$ cat config.mk
export PLATFORM = sky130hd
export DESIGN_NAME = pte_walk_seq
export DESIGN_NICKNAME = d
export VERILOG_FILES = /design/src/rtl/pte_walk_pkg.sv /design/src/rtl/pte_legal_chk.sv /design/src/rtl/pte_lvl_ctr.sv /design/src/rtl/pte_walk_seq.sv
export SDC_FILE = /design/constraint.sdc
export NUM_CORES = 1
export LEC_CHECK = 0
export BUFFER_PORTS_ARGS = -buffer_cell sky130_fd_sc_hd__clkbuf_2
export CORE_ASPECT_RATIO = 0.8
export CORE_MARGIN = 2
export CORE_UTILIZATION = 40
export DETAILED_ROUTE_END_ITERATION = 10
export PLACE_DENSITY = 0.67
export SKIP_CTS_REPAIR_TIMING = 1
export SKIP_LAST_GASP = 1
export SYNTH_ARGS = -nofsm -noshare
export SYNTH_HDL_FRONTEND = slang
export SYNTH_SLANG_ARGS = --single-unit
$ cat constraint.sdc
create_clock -name clk -period 2.3 [get_ports clk]
set_input_delay 0.345 -clock clk [delete_from_list [all_inputs] [get_ports clk]]
set_output_delay 0.345 -clock clk [all_outputs]
set_load 0.02 [all_outputs]
$ cat src/rtl/pte_walk_pkg.sv
package pte_walk_pkg;

    // Result of judging one entry
    typedef enum logic [1:0] {
        CK_FAULT   = 2'd0,
        CK_DESCEND = 2'd1,
        CK_LEAF    = 2'd2
    } ck_kind_e;

    // Fault cause codes, listed in decreasing check priority
    typedef enum logic [2:0] {
        FC_NONE     = 3'd0,
        FC_RSVD     = 3'd1,
        FC_NAPOT    = 3'd2,
        FC_MT_OFF   = 3'd3,
        FC_MT_BAD   = 3'd4,
        FC_PTR_ATTR = 3'd5,
        FC_ENCODE   = 3'd6,
        FC_DEPTH    = 3'd7
    } fcode_e;

    typedef enum logic [1:0] {
        ST_IDLE  = 2'd0,
        ST_FETCH = 2'd1,
        ST_CHECK = 2'd2,
        ST_DONE  = 2'd3
    } wstate_e;

    // Low attribute bit positions (shared by both formats)
    localparam int unsigned B_V = 0;
    localparam int unsigned B_R = 1;
    localparam int unsigned B_W = 2;
    localparam int unsigned B_X = 3;
    localparam int unsigned B_U = 4;
    localparam int unsigned B_A = 6;
    localparam int unsigned B_D = 7;

endpackage

$ cat src/rtl/pte_legal_chk.sv
module pte_legal_chk
    import pte_walk_pkg::*;
#(
    parameter int PTE_W     = 64,
    parameter int NARROW_W  = 32,
    parameter int PPN_SHIFT = 10,
    parameter int RSVD_LO   = 54,
    parameter int RSVD_W    = 7,
    parameter int MT_W      = 2
) (
    input  logic [PTE_W-1:0]            pte,
    input  logic                        wide,
    input  logic                        virt,
    input  logic                        menv_en,
    input  logic                        henv_en,
    input  logic                        napot_en,
    output ck_kind_e                    kind,
    output fcode_e                      code,
    output logic [RSVD_LO-PPN_SHIFT-1:0] ppn
);

    localparam int MT_LO     = RSVD_LO + RSVD_W;
    localparam int NAPOT_BIT = MT_LO + MT_W;
    localparam int PPN_W     = RSVD_LO - PPN_SHIFT;

    logic            rsvd_hit;
    logic            n_bit;
    logic [MT_W-1:0] mt;
    logic            mt_en;
    logic            is_ptr;
    logic            ptr_attr;
    logic            bad_enc;
    logic            unused_attr;

    assign unused_attr = ^{pte[5], pte[9:8]};

    always_comb begin
        rsvd_hit = wide & (|pte[RSVD_LO +: RSVD_W]);
        n_bit    = wide & pte[NAPOT_BIT];
        mt       = wide ? pte[MT_LO +: MT_W] : '0;
        mt_en    = virt ? henv_en : menv_en;
        is_ptr   = pte[B_V] & ~pte[B_R] & ~pte[B_W] & ~pte[B_X];
        ptr_attr = pte[B_U] | pte[B_A] | pte[B_D] | n_bit | (|mt);
        bad_enc  = ~pte[B_V] | (pte[B_W] & ~pte[B_R]);

        kind = CK_FAULT;
        code = FC_NONE;
        if (rsvd_hit) begin
            code = FC_RSVD;
        end else if (n_bit && !napot_en) begin
            code = FC_NAPOT;
        end else if ((|mt) && !mt_en) begin
            code = FC_MT_OFF;
        end else if (&mt) begin
            code = FC_MT_BAD;
        end else if (is_ptr) begin
            if (ptr_attr) code = FC_PTR_ATTR;
            else          kind = CK_DESCEND;
        end else if (bad_enc) begin
            code = FC_ENCODE;
        end else begin
            kind = CK_LEAF;
        end

        ppn = wide ? pte[RSVD_LO-1:PPN_SHIFT]
                   : PPN_W'(pte[NARROW_W-1:PPN_SHIFT]);
    end

endmodule

$ cat src/rtl/pte_lvl_ctr.sv
module pte_lvl_ctr #(
    parameter int LVL_W = 2
) (
    input  logic             clk,
    input  logic             rst_n,
    input  logic             load,
    input  logic [LVL_W-1:0] load_val,
    input  logic             dec,
    output logic [LVL_W-1:0] lvl,
    output logic             at_zero
);

    always_ff @(posedge clk or negedge rst_n) begin
        if (!rst_n) begin
            lvl <= '0;
        end else if (load) begin
            lvl <= load_val;
        end else if (dec && (lvl != '0)) begin
            lvl <= lvl - 1'b1;
        end
    end

    assign at_zero = (lvl == '0);

endmodule

$ cat src/rtl/pte_walk_seq.sv
module pte_walk_seq
    import pte_walk_pkg::*;
#(
    parameter int PTE_W         = 64,
    parameter int NARROW_W      = 32,
    parameter int PPN_SHIFT     = 10,
    parameter int RSVD_W        = 7,
    parameter int MT_W          = 2,
    parameter int WIDE_LEVELS   = 3,
    parameter int NARROW_LEVELS = 2,
    localparam int RSVD_LO      = PTE_W - 1 - MT_W - RSVD_W,
    localparam int PPN_W        = RSVD_LO - PPN_SHIFT,
    localparam int LVL_W        = $clog2(WIDE_LEVELS)
) (
    input  logic             clk,
    input  logic             rst_n,
    input  logic             walk_go,
    input  logic             wide_mode,
    input  logic             virt_walk,
    input  logic             menv_mt_en,
    input  logic             henv_mt_en,
    input  logic             napot_en,
    input  logic [PPN_W-1:0] root_ppn,
    output logic             rd_req,
    output logic [LVL_W-1:0] rd_level,
    output logic [PPN_W-1:0] rd_ppn,
    input  logic             rd_ack,
    input  logic [PTE_W-1:0] rd_data,
    output logic             walk_busy,
    output logic             walk_done,
    output logic             walk_fault,
    output logic [2:0]       fault_code,
    output logic [PPN_W-1:0] leaf_ppn,
    output logic [LVL_W-1:0] leaf_level
);

    localparam logic [LVL_W-1:0] TOP_WIDE   = LVL_W'(WIDE_LEVELS - 1);
    localparam logic [LVL_W-1:0] TOP_NARROW = LVL_W'(NARROW_LEVELS - 1);

    wstate_e          state_q, state_d;

    // Latched walk configuration
    logic             wide_q, virt_q, men_q, hen_q, nap_q;
    logic [PTE_W-1:0] pte_q;
    logic [PPN_W-1:0] base_q;

    // Result registers
    logic             res_fault_q;
    fcode_e           res_code_q;
    logic [PPN_W-1:0] res_ppn_q;
    logic [LVL_W-1:0] res_lvl_q;

    ck_kind_e         chk_kind;
    fcode_e           chk_code;
    logic [PPN_W-1:0] chk_ppn;

    logic [LVL_W-1:0] lvl;
    logic             lvl_zero;
    logic             accept_go;
    logic             go_down;

    assign accept_go = (state_q == ST_IDLE) && walk_go;
    assign go_down   = (state_q == ST_CHECK) && (chk_kind == CK_DESCEND) && !lvl_zero;

    pte_legal_chk #(
        .PTE_W     (PTE_W),
        .NARROW_W  (NARROW_W),
        .PPN_SHIFT (PPN_SHIFT),
        .RSVD_LO   (RSVD_LO),
        .RSVD_W    (RSVD_W),
        .MT_W      (MT_W)
    ) u_legal (
        .pte      (pte_q),
        .wide     (wide_q),
        .virt     (virt_q),
        .menv_en  (men_q),
        .henv_en  (hen_q),
        .napot_en (nap_q),
        .kind     (chk_kind),
        .code     (chk_code),
        .ppn      (chk_ppn)
    );

    pte_lvl_ctr #(
        .LVL_W (LVL_W)
    ) u_lvl (
        .clk      (clk),
        .rst_n    (rst_n),
        .load     (accept_go),
        .load_val (wide_mode ? TOP_WIDE : TOP_NARROW),
        .dec      (go_down),
        .lvl      (lvl),
        .at_zero  (lvl_zero)
    );

    // State register
    always_ff @(posedge clk or negedge rst_n) begin
        if (!rst_n) state_q <= ST_IDLE;
        else        state_q <= state_d;
    end

    // Next-state logic
    always_comb begin
        state_d = state_q;
        unique case (state_q)
            ST_IDLE:  if (walk_go) state_d = ST_FETCH;
            ST_FETCH: if (rd_ack)  state_d = ST_CHECK;
            ST_CHECK: state_d = go_down ? ST_FETCH : ST_DONE;
            ST_DONE:  state_d = ST_IDLE;
            default:  state_d = ST_IDLE;
        endcase
    end

    // State-decoded outputs
    always_comb begin
        rd_req    = 1'b0;
        walk_done = 1'b0;
        walk_busy = 1'b1;
        unique case (state_q)
            ST_IDLE:  walk_busy = 1'b0;
            ST_FETCH: rd_req    = 1'b1;
            ST_CHECK: ;
            ST_DONE:  walk_done = 1'b1;
            default:  walk_busy = 1'b0;
        endcase
    end

    // Datapath
    always_ff @(posedge clk or negedge rst_n) begin
        if (!rst_n) begin
            wide_q      <= 1'b0;
            virt_q      <= 1'b0;
            men_q       <= 1'b0;
            hen_q       <= 1'b0;
            nap_q       <= 1'b0;
            pte_q       <= '0;
            base_q      <= '0;
            res_fault_q <= 1'b0;
            res_code_q  <= FC_NONE;
            res_ppn_q   <= '0;
            res_lvl_q   <= '0;
        end else begin
            if (accept_go) begin
                wide_q      <= wide_mode;
                virt_q      <= virt_walk;
                men_q       <= menv_mt_en;
                hen_q       <= henv_mt_en;
                nap_q       <= napot_en;
                base_q      <= root_ppn;
                res_fault_q <= 1'b0;
                res_code_q  <= FC_NONE;
                res_ppn_q   <= '0;
                res_lvl_q   <= '0;
            end
            if ((state_q == ST_FETCH) && rd_ack) begin
                pte_q <= rd_data;
            end
            if (state_q == ST_CHECK) begin
                unique case (chk_kind)
                    CK_FAULT: begin
                        res_fault_q <= 1'b1;
                        res_code_q  <= chk_code;
                        res_lvl_q   <= lvl;
                    end
                    CK_DESCEND: begin
                        if (lvl_zero) begin
                            res_fault_q <= 1'b1;
                            res_code_q  <= FC_DEPTH;
                            res_lvl_q   <= lvl;
                        end else begin
                            base_q <= chk_ppn;
                        end
                    end
                    CK_LEAF: begin
                        res_ppn_q <= chk_ppn;
                        res_lvl_q <= lvl;
                    end
                    default: ;
                endcase
            end
        end
    end

    assign rd_level   = lvl;
    assign rd_ppn     = base_q;
    assign walk_fault = res_fault_q;
    assign fault_code = res_code_q;
    assign leaf_ppn   = res_ppn_q;
    assign leaf_level = res_lvl_q;

endmodule

### Yosys cells after proc, flatten, opt, wreduce, memory -nomap -nowiden

Index checks and enable logic that the tools add are counted.
Widths: inputs -> output; s select.

* flip-flop bits (word level): 167
* input port bits: 117
* output and inout bits: 99
* logic and storage cells: 102

* add/subtract/negate cells: 1
* equal/unequal tests: 7
* mux-type cells: 46
* bitwise operators: 15
* reductions and logical operators: 20

Operators with widths (number)
* $mux 44: 8
* $mux 2: 16
* $mux 3: 10
* $mux 1: 8
* $pmux 2 s4: 1
* $logic_and 1x1->1: 7
* $reduce_or 7->1: 1
* $and 1x1->1: 6
* $eq 2x2->1 const B: 3
* $logic_not 2->1: 3
* $pmux 3 s2: 1
* $or 1x1->1: 5
* $eq 2x1->1 const B: 2
* $ne 2x2->1 const B: 2
* $not 1->1: 4
* $pmux 2 s2: 1
* $reduce_and 2->1: 2
* $reduce_bool 2->1: 2
* $reduce_or 2->1: 2
* $logic_not 1->1: 3
* $pmux 1 s2: 1
* $sub 2x1->2 const B: 1

### Depth between registers and ports, before layout

Gate-level depths: netlist of the first run.

* depth after elaboration: 16
* gate-level depth with buffers: 8
* mapped depth without buffers: 6

### Cells and area by module

Synthesis of the first run repeated with hierarchy kept, for this count alone.

* cell total of the unflattened synthesis: 568
* area total of the unflattened synthesis: 7265.7 um2

By module, submodules not included
* pte_walk_seq: instances 1, cells an instance 483, area each 6642.6 um2, seq. area each 4129.0 um2
* pte_legal_chk: instances 1, cells an instance 72, area each 490.5 um2, seq. area each 0.0 um2
* pte_lvl_ctr: instances 1, cells an instance 13, area each 132.6 um2, seq. area each 50.0 um2

### Worst setup path before layout of the first run

OpenSTA, ideal clock, no wires.

* path kind: register -> register
* start point: reg u_lvl.lvl[0]
* end point: reg base_q[10], in the netlist rd_ppn[10]
* setup time: 0.126 ns
* data arrival time: 2.172 ns
* required time: 2.174 ns
* setup slack: 0.002 ns
* stages on the path, launching flop included: 9
* buffers on the path: 2
* clock period less this slack: 2.298 ns
* cells stage by stage: dfrtp_1 inv_1 ha_1 or4_1 nor4_4 nand3_1 buf_6 buf_6 mux2i_1

* cells in the longest elaborated chain, start to end: 4

RTL lines
* from (decl): line pte_lvl_ctr.sv:9 `output logic [LVL_W-1:0] lvl,`
* from (signal assigned): line pte_lvl_ctr.sv:17 `lvl <= load_val;`
* from (signal assigned): line pte_lvl_ctr.sv:19 `lvl <= lvl - 1'b1;`
* $logic_not 2->1: line pte_lvl_ctr.sv:23 `assign at_zero = (lvl == '0);`
* $mux 44: line pte_walk_seq.sv:166 `if (lvl_zero) begin`
* $mux 44: line pte_walk_seq.sv:159 `unique case (chk_kind)`
* $mux 44: line pte_walk_seq.sv:158 `if (state_q == ST_CHECK) begin`
* to (signal assigned): line pte_walk_seq.sv:149 `base_q <= root_ppn;`
* to (signal assigned): line pte_walk_seq.sv:171 `base_q <= chk_ppn;`
* to (decl): line pte_walk_seq.sv:45 `logic [PPN_W-1:0] base_q;`

No other way between the ends.
A chain may end at the register's enable or synchronous reset.

### Final worst setup path of the first run

* start point: reg u_lvl.lvl[0]
* end point: reg base_q[3], in the netlist rd_ppn[3]

The elaborated chain is that of the path after synthesis.

==> results of run 1 <==
-- cells in the mapped netlist, types with 2 or more instances --
library cell	count	area [um2]
a211oi_1	2	15.01
nor2b_1	3	18.77
o21a_1	2	15.01
nor3_1	2	10.01
mux2i_1	135	1351
nor2_1	2	7.510
or4_1	2	15.01
buf_6	9	101.4
o211ai_1	3	22.52
nand2b_1	3	18.77
and3_1	2	12.51
nand2_1	88	330.3
clkbuf_1	21	78.83
dfrtp_1	164	4104
buf_2	2	10.01
a21bo_2	2	20.02
nand4_1	2	12.51
a32o_1	2	20.02
mux2_2	61	686.9
inv_1	24	90.09
nand3_1	3	15.01
-- registers in the layout, summed over array words and instances (netlist names), 2 cells and up --
register and count:
pte_q 61, leaf_ppn 44, rd_ppn 44, fault_code 3
leaf_level 2, state_q 2, u_lvl.lvl 2
-- layout by cell type, fill, tap and decap left out, types with 2 or more instances in the layout --
master	netlist	final
clkbuf_2	0	211
dfrtp_1	164	164
mux2i_1	135	134
nand2_1	88	87
mux2_2	61	61
inv_1	24	24
clkbuf_16	0	21
buf_4	0	11
buf_12	0	10
inv_6	0	4
nand2b_1	3	3
nor2b_1	3	3
o211ai_1	3	3
inv_8	0	3
o21a_1	2	2
nand3_1	3	2
nor3_1	2	2
a21bo_2	2	2
a211oi_1	2	2
a32o_1	2	2
nand4_1	2	2
and3_1	2	2
nor2_1	2	2
clkinv_2	0	2
clkinv_4	0	2
clkinvlp_4	0	2
buf_6	9	2
-- worst reg2reg max path, delay by kind of cell (launching register included) --
family                   cells  cell delay [ns]
multiplexers                 1             0.16
AND/OR/NAND/NOR              3             0.97
buffers and inverters        3             0.40
flip-flops                   1             0.35
adder cells (fa/ha/maj)      1             0.20
-- power groups by stage --
stage / combinational, mW / clock (mW) / sequential [mW]
after floorplan: 2.58 / 0 / 5.75
after global placement: 4.99 / 0 / 4.95
after detailed placement: 5.16 / 0 / 5.04
after CTS: 5.18 / 2.86 / 5.01
after global routing: 5.59 / 2.99 / 5.19
final: 5.14 / 2.80 / 5.01
-- worst paths after layout --
path                              start           end  slack, ns  depth (start not counted)
max                        u_lvl.lvl[0]     rd_ppn[3]       0.10                          8
min                          menv_mt_en         men_q       0.12                          3
max reg2reg                u_lvl.lvl[0]     rd_ppn[3]       0.10                          8
min reg2reg                       nap_q         nap_q       0.49                          2
max in group asynchronous         rst_n  leaf_ppn[29]       1.16                          3
min in group asynchronous         rst_n  leaf_ppn[15]       0.46                          2
-- cells by family after synthesis --
| logic type | Yosys count | share of synthesized area |
|---|---|---|
| AND/OR/NAND/NOR | 115 | 0.07219 |
| flip-flops | 164 | 0.5719 |
| multiplexers | 196 | 0.2840 |
| buffers and inverters | 57 | 0.03958 |
| AO/OA/AOI/OAI | 25 | 0.03052 |
| adder cells (fa/ha/maj) | 1 | 0.001743 |
-- cell type report --
type,instances,area [um2]
timing repair buffer,239,1471
inverter,24,90.09
fill,1494,8082
clock buffer,18,439.2
clock inverter,14,141.4
tap,225,281.5
multi-input combinational,337,2823
sequential,164,4104
-- per-layer routing --
metal  vias up  part of all wire  global-route usage  wire length (um)
li1       2380                 -                   -                 -
met1      2542              0.43              0.2306              7783
met2       157              0.49              0.3106              8939
met3        23             0.059             0.05637              1072
met4         0             0.020             0.07225               363
met5         -                 0                   0                 0
==> impl_metrics.csv, run 1 <==
group,metric,value,unit
outcome,outcome,"completed",
logic_synthesis,syn_inst,558,
worst_hold_path,hold_class,"primary input to flop",
clock_tree,numClockSinks,164,
logic_synthesis,ys_seq_elements,164,
routing,ant_nets,0,
worst_setup_path,critPathMaxFanout,7,
power,p_int,7.946,mW
placement,dp_cells,981,
sta,setup_violations,0,
power,seq_power_share,0.387,
clock_tree,clk_latency,0.42,ns
clock_tree,clk_pin_slew,0.07,ns
clock_tree,htree_levels,4,
logic_synthesis,ys.flop_type,"dfrtp_1",
routing,vias_per_cell,4.997,
worst_setup_path,cp_common_cell,"buf_12",
sta,slew_viol_final,0,
final_layout,drive_above_1_share,0.4347,
floorplan,core_area,17430,um2
routing,drtPass1Iterations,5,
sta,slew_headroom,0.6321,
placement,place.port_buffers,212,
worst_setup_path,worstPathArrival,2.49,ns
worst_setup_path,critical_path.cell_chain,"inv_1 > ha_2 > or4_4 > nor4_4 > nand3_4 > buf_12 > buf_12 > mux2i_2",
worst_setup_path,cp.buffers_inverters,3,
clock_tree,cts_buffers,17,
floorplan,dieWidth,153.7,um
global_route,first_global_vias,5429,
logic_synthesis,yosys_warnings,0,
power,p_total,12.96,mW
sta,worst_pin_slew,0.5519,ns
global_route,grt_max_degree,63,
worst_setup_path,cp.required,2.59,ns
final_layout,n_antenna_cell,0,
global_route,overflow,0,
power,netSwitchingFraction,0.3869,
logic_synthesis,mappedNetlistArea,7176,um2
floorplan,ios,216,
clock_tree,cts.path.max_buffers,2,
power,p_leak,5.094,nW
global_route,antenna_found_initial,0,
sta,layout_setup_ws,0.1032,ns
placement,routabilityCongestion,0.8865,
sta,worst_clock_skew,0.01588,ns
final_layout,fin_cells,1021,
routing,vias,5102,
floorplan,fp-row-count,43,
worst_setup_path,cpPeakStageDelay,0.51,ns
sta,min_period,2.197,ns
power,p_sw,5.013,mW
worst_setup_path,crit_path_end_kind,"flop",
routing,drc,0,
final_layout,syn_to_final_growth,30.31,%
routing,routed_wl,18.16,mm
sta,fin_hold_ws,0.1181,ns
clock_tree,root_buffer,"clkbuf_16",
final_layout,finish.utilization,0.5364,
final_layout,stdcell_area,9350,um2
power,power.share.clock,0.216,
global_route,gr-usage-all-layers,0.1863,
flow_run,cap_viol_max_count,0,
worst_setup_path,worst_path_max_delay_cell,"or4_4",
floorplan,die_h,123.8,um
global_route,grt_pass1_wl,27.66,mm
power,irDropWorstVdd,0.5588,mV
placement,dp_hpwl,12.24,mm
worst_setup_path,startpoint_type,"flop",
floorplan,start_util,0.4116,
power,comb_power_share,0.397,
worst_setup_path,crit_family,"simple AND/OR/NAND/NOR gates",
logic_synthesis,ys_async_sr_fraction,1.000,
clock_tree,tritoncts,"built",
power,p_per_area,1386,nW/um2
sta,fmax,455.2,MHz
logic_synthesis,syn_nets,676,
sta,tns,0,ns
final_layout,final_nets,901,
worst_setup_path,critPathKind,"flop to flop",
floorplan,dieArea,19030,um2
logic_synthesis,seq_area_frac_synth,0.5719,
sta,grt_setup_unrepaired,"false",
sta,finalHoldViolCount,0,
sta,fin_crit_sh,0.9551,
placement,placed_area,8611,um2
routing,drt-initial-drc-count,275,
logic_synthesis,synth_edf_count,0,
logic_synthesis,syn_area_per_cell,12.86,um2
placement,place_ws,0.1090,ns
routing,routedWlPerCell,17.78,um
logic_synthesis,synth.distinct_cells,45,
Power figures use the tool's default switching activity.
==> run 2, diff against run 1 <==
Settings changed: CTS_BUF_LIST set to sky130_fd_sc_hd__clkbuf_2, REMOVE_ABC_BUFFERS set to 1.
==> impl_metrics.csv, run 2 (same netlist as run 1, synthesis figures left out) <==
group,metric,value,unit
floorplan,core_area,17430,um2
worst_setup_path,crit_family,"simple AND/OR/NAND/NOR gates",
routing,ant_nets,0,
floorplan,start_util,0.4116,
global_route,grt_pass1_wl,28.28,mm
clock_tree,root_buffer,"clkbuf_2",
worst_setup_path,critical_path.cell_chain,"or4_1 > o41ai_2 > buf_4 > nand4_1 > buf_12 > mux2i_1",
clock_tree,clk_latency,0.74,ns
global_route,first_global_vias,5456,
worst_hold_path,hold_class,"primary input to asynchronous set/reset pin",
worst_setup_path,crit_path_end_kind,"flop",
placement,placed_area,8578,um2
worst_setup_path,critPathKind,"flop to flop",
global_route,met3_usage,0.07307,
clock_tree,tritoncts,"built",
final_layout,drive_above_1_share,0.3800,
clock_tree,clk_pin_slew,0.28,ns
final_layout,fin_cells,1134,
clock_tree,numClockSinks,164,
final_layout,multi_input_area,2821,um2
final_layout,syn_to_final_growth,41.60,%
placement,routabilityCongestion,0.9123,
worst_setup_path,worst_path_max_delay_cell,"or4_1",
outcome,outcome,"completed",
worst_setup_path,worstPathArrival,2.78,ns
sta,fin_hold_ws,0.1087,ns
placement,dp_cells,980,
floorplan,dieWidth,153.7,um
sta,setup_violations,0,
final_layout,layout_commonest_cell,"clkbuf_2",
final_layout,stdcell_area,10160,um2
clock_tree,htree_levels,4,
sta,fin_crit_sh,0.9461,
routing,drt-initial-drc-count,284,
final_layout,final-seq-area,4104,um2
worst_setup_path,rrSetupSlack,0.12,ns
worst_setup_path,crit_end,"leaf_ppn[31]",
worst_setup_path,startpoint_type,"flop",
worst_setup_path,cp.required,2.91,ns
routing,drc,0,
worst_setup_path,cp.buffers_inverters,2,
floorplan,dieArea,19030,um2
routing,vias_per_cell,4.939,
power,p_per_area,1203,nW/um2
flow_run,cap_viol_max_count,0,
final_layout,final_cell_mix,"228 x clkbuf_2, 164 x dfrtp_1, 135 x mux2i_1, 113 x dlygate4sd3_1, 87 x nand2_1",
worst_setup_path,timing.rr.end,"leaf_ppn[31]",
placement,dp_hpwl,12.31,mm
worst_setup_path,crit_start,"pte_q[56]",
sta,min_period,2.176,ns
sta,worst_pin_slew,0.5791,ns
worst_setup_path,cpPeakStageDelay,0.55,ns
sta,slew_headroom,0.6139,
global_route,met1_usage,0.2335,
global_route,overflow,0,
sta,finalHoldViolCount,0,
worst_setup_path,r2r_start,"pte_q[56]",
final_layout,finish.utilization,0.5829,
clock_tree,cts.path.max_buffers,2,
worst_setup_path,critPathMaxFanout,44,
routing,routed_wl,19.42,mm
sta,slew_viol_final,0,
global_route,grt_most_used_layer,"met2",
global_route,gr-usage-all-layers,0.1927,
power,p_total,12.23,mW
floorplan,die_h,123.8,um
power,irDropWorstVdd,0.6636,mV
placement,place.port_buffers,212,
global_route,grt_max_degree,63,
routing,routedWlPerCell,17.13,um
global_route,grt_use_met2,0.3219,
final_layout,fillers,1438,
final_layout,largest_register_ff_count,61,
routing,vias,5601,
clock_tree,cts_buffers,17,
sta,fmax,459.5,MHz
sta,worst_clock_skew,0.04547,ns
worst_setup_path,reg2reg_depth,6,
global_route,antenna_found_initial,1,
power,p_leak,5.441,nW
final_layout,largest-register,"pte_q",
floorplan,ios,216,
final_layout,final_nets,1013,
routing,drtPass1Iterations,5,
worst_setup_path,crit_cells,6,
floorplan,fp-row-count,43,
sta,grt_setup_unrepaired,"true",
[run 2: changes by cell type in the layout (fill, tap and decap cells not counted), sizes merged]
cell and delta:
clkinv +1, buf +1, inv -4, clkbuf -2
diode +1, dlygate4sd3 +112, bufinv +4
[run 2: final cells by class]
class	count	share of cell area
Antenna cell	1	0.0002463
Clock buffer	17	0.008373
Clock inverter	15	0.02229
Inverter	24	0.008866
Multi-Input combinational cell	337	0.2777
Sequential cell	164	0.4039
Tap cell	225	0.02771
Timing Repair Buffer	351	0.2510
[run 2: worst min path at each step]
stage                     cells after the start  slack (ns)            end
after floorplan                               0        0.05  fault_code[0]
after global placement                        1        0.36      pte_q[17]
after detailed placement                      1        0.37      pte_q[17]
after CTS                                     1       -0.54    leaf_ppn[4]
after global routing                          2        0.06    leaf_ppn[4]
final                                         2        0.11    leaf_ppn[4]
[run 2: per-layer routing]
metal | vias to the layer above | wire length, um
met1 | 2751 | 8093
met4 | 0 | 312
met5 | - | 0
li1 | 2603 | -
met2 | 221 | 9468
met3 | 26 | 1548
[run 2: per-stage QoR]
step | TNS, ns | setup slack, ns
after floorplan | -300.70 | -4.114
final | 0 | 0.1239
after CTS | 0 | 0.01565
after global routing | -0.01779 | -0.01779
after global placement | 0 | 0.1371
after detailed placement | 0 | 0.06475
[run 2: where the power goes]
| part | internal (mW) | switching [mW] | total, mW |
|---|---|---|---|
| Combinational | 2.30 | 3.01 | 5.31 |
| Clock | 0.833 | 1.07 | 1.91 |
| Sequential | 4.19 | 0.819 | 5.01 |
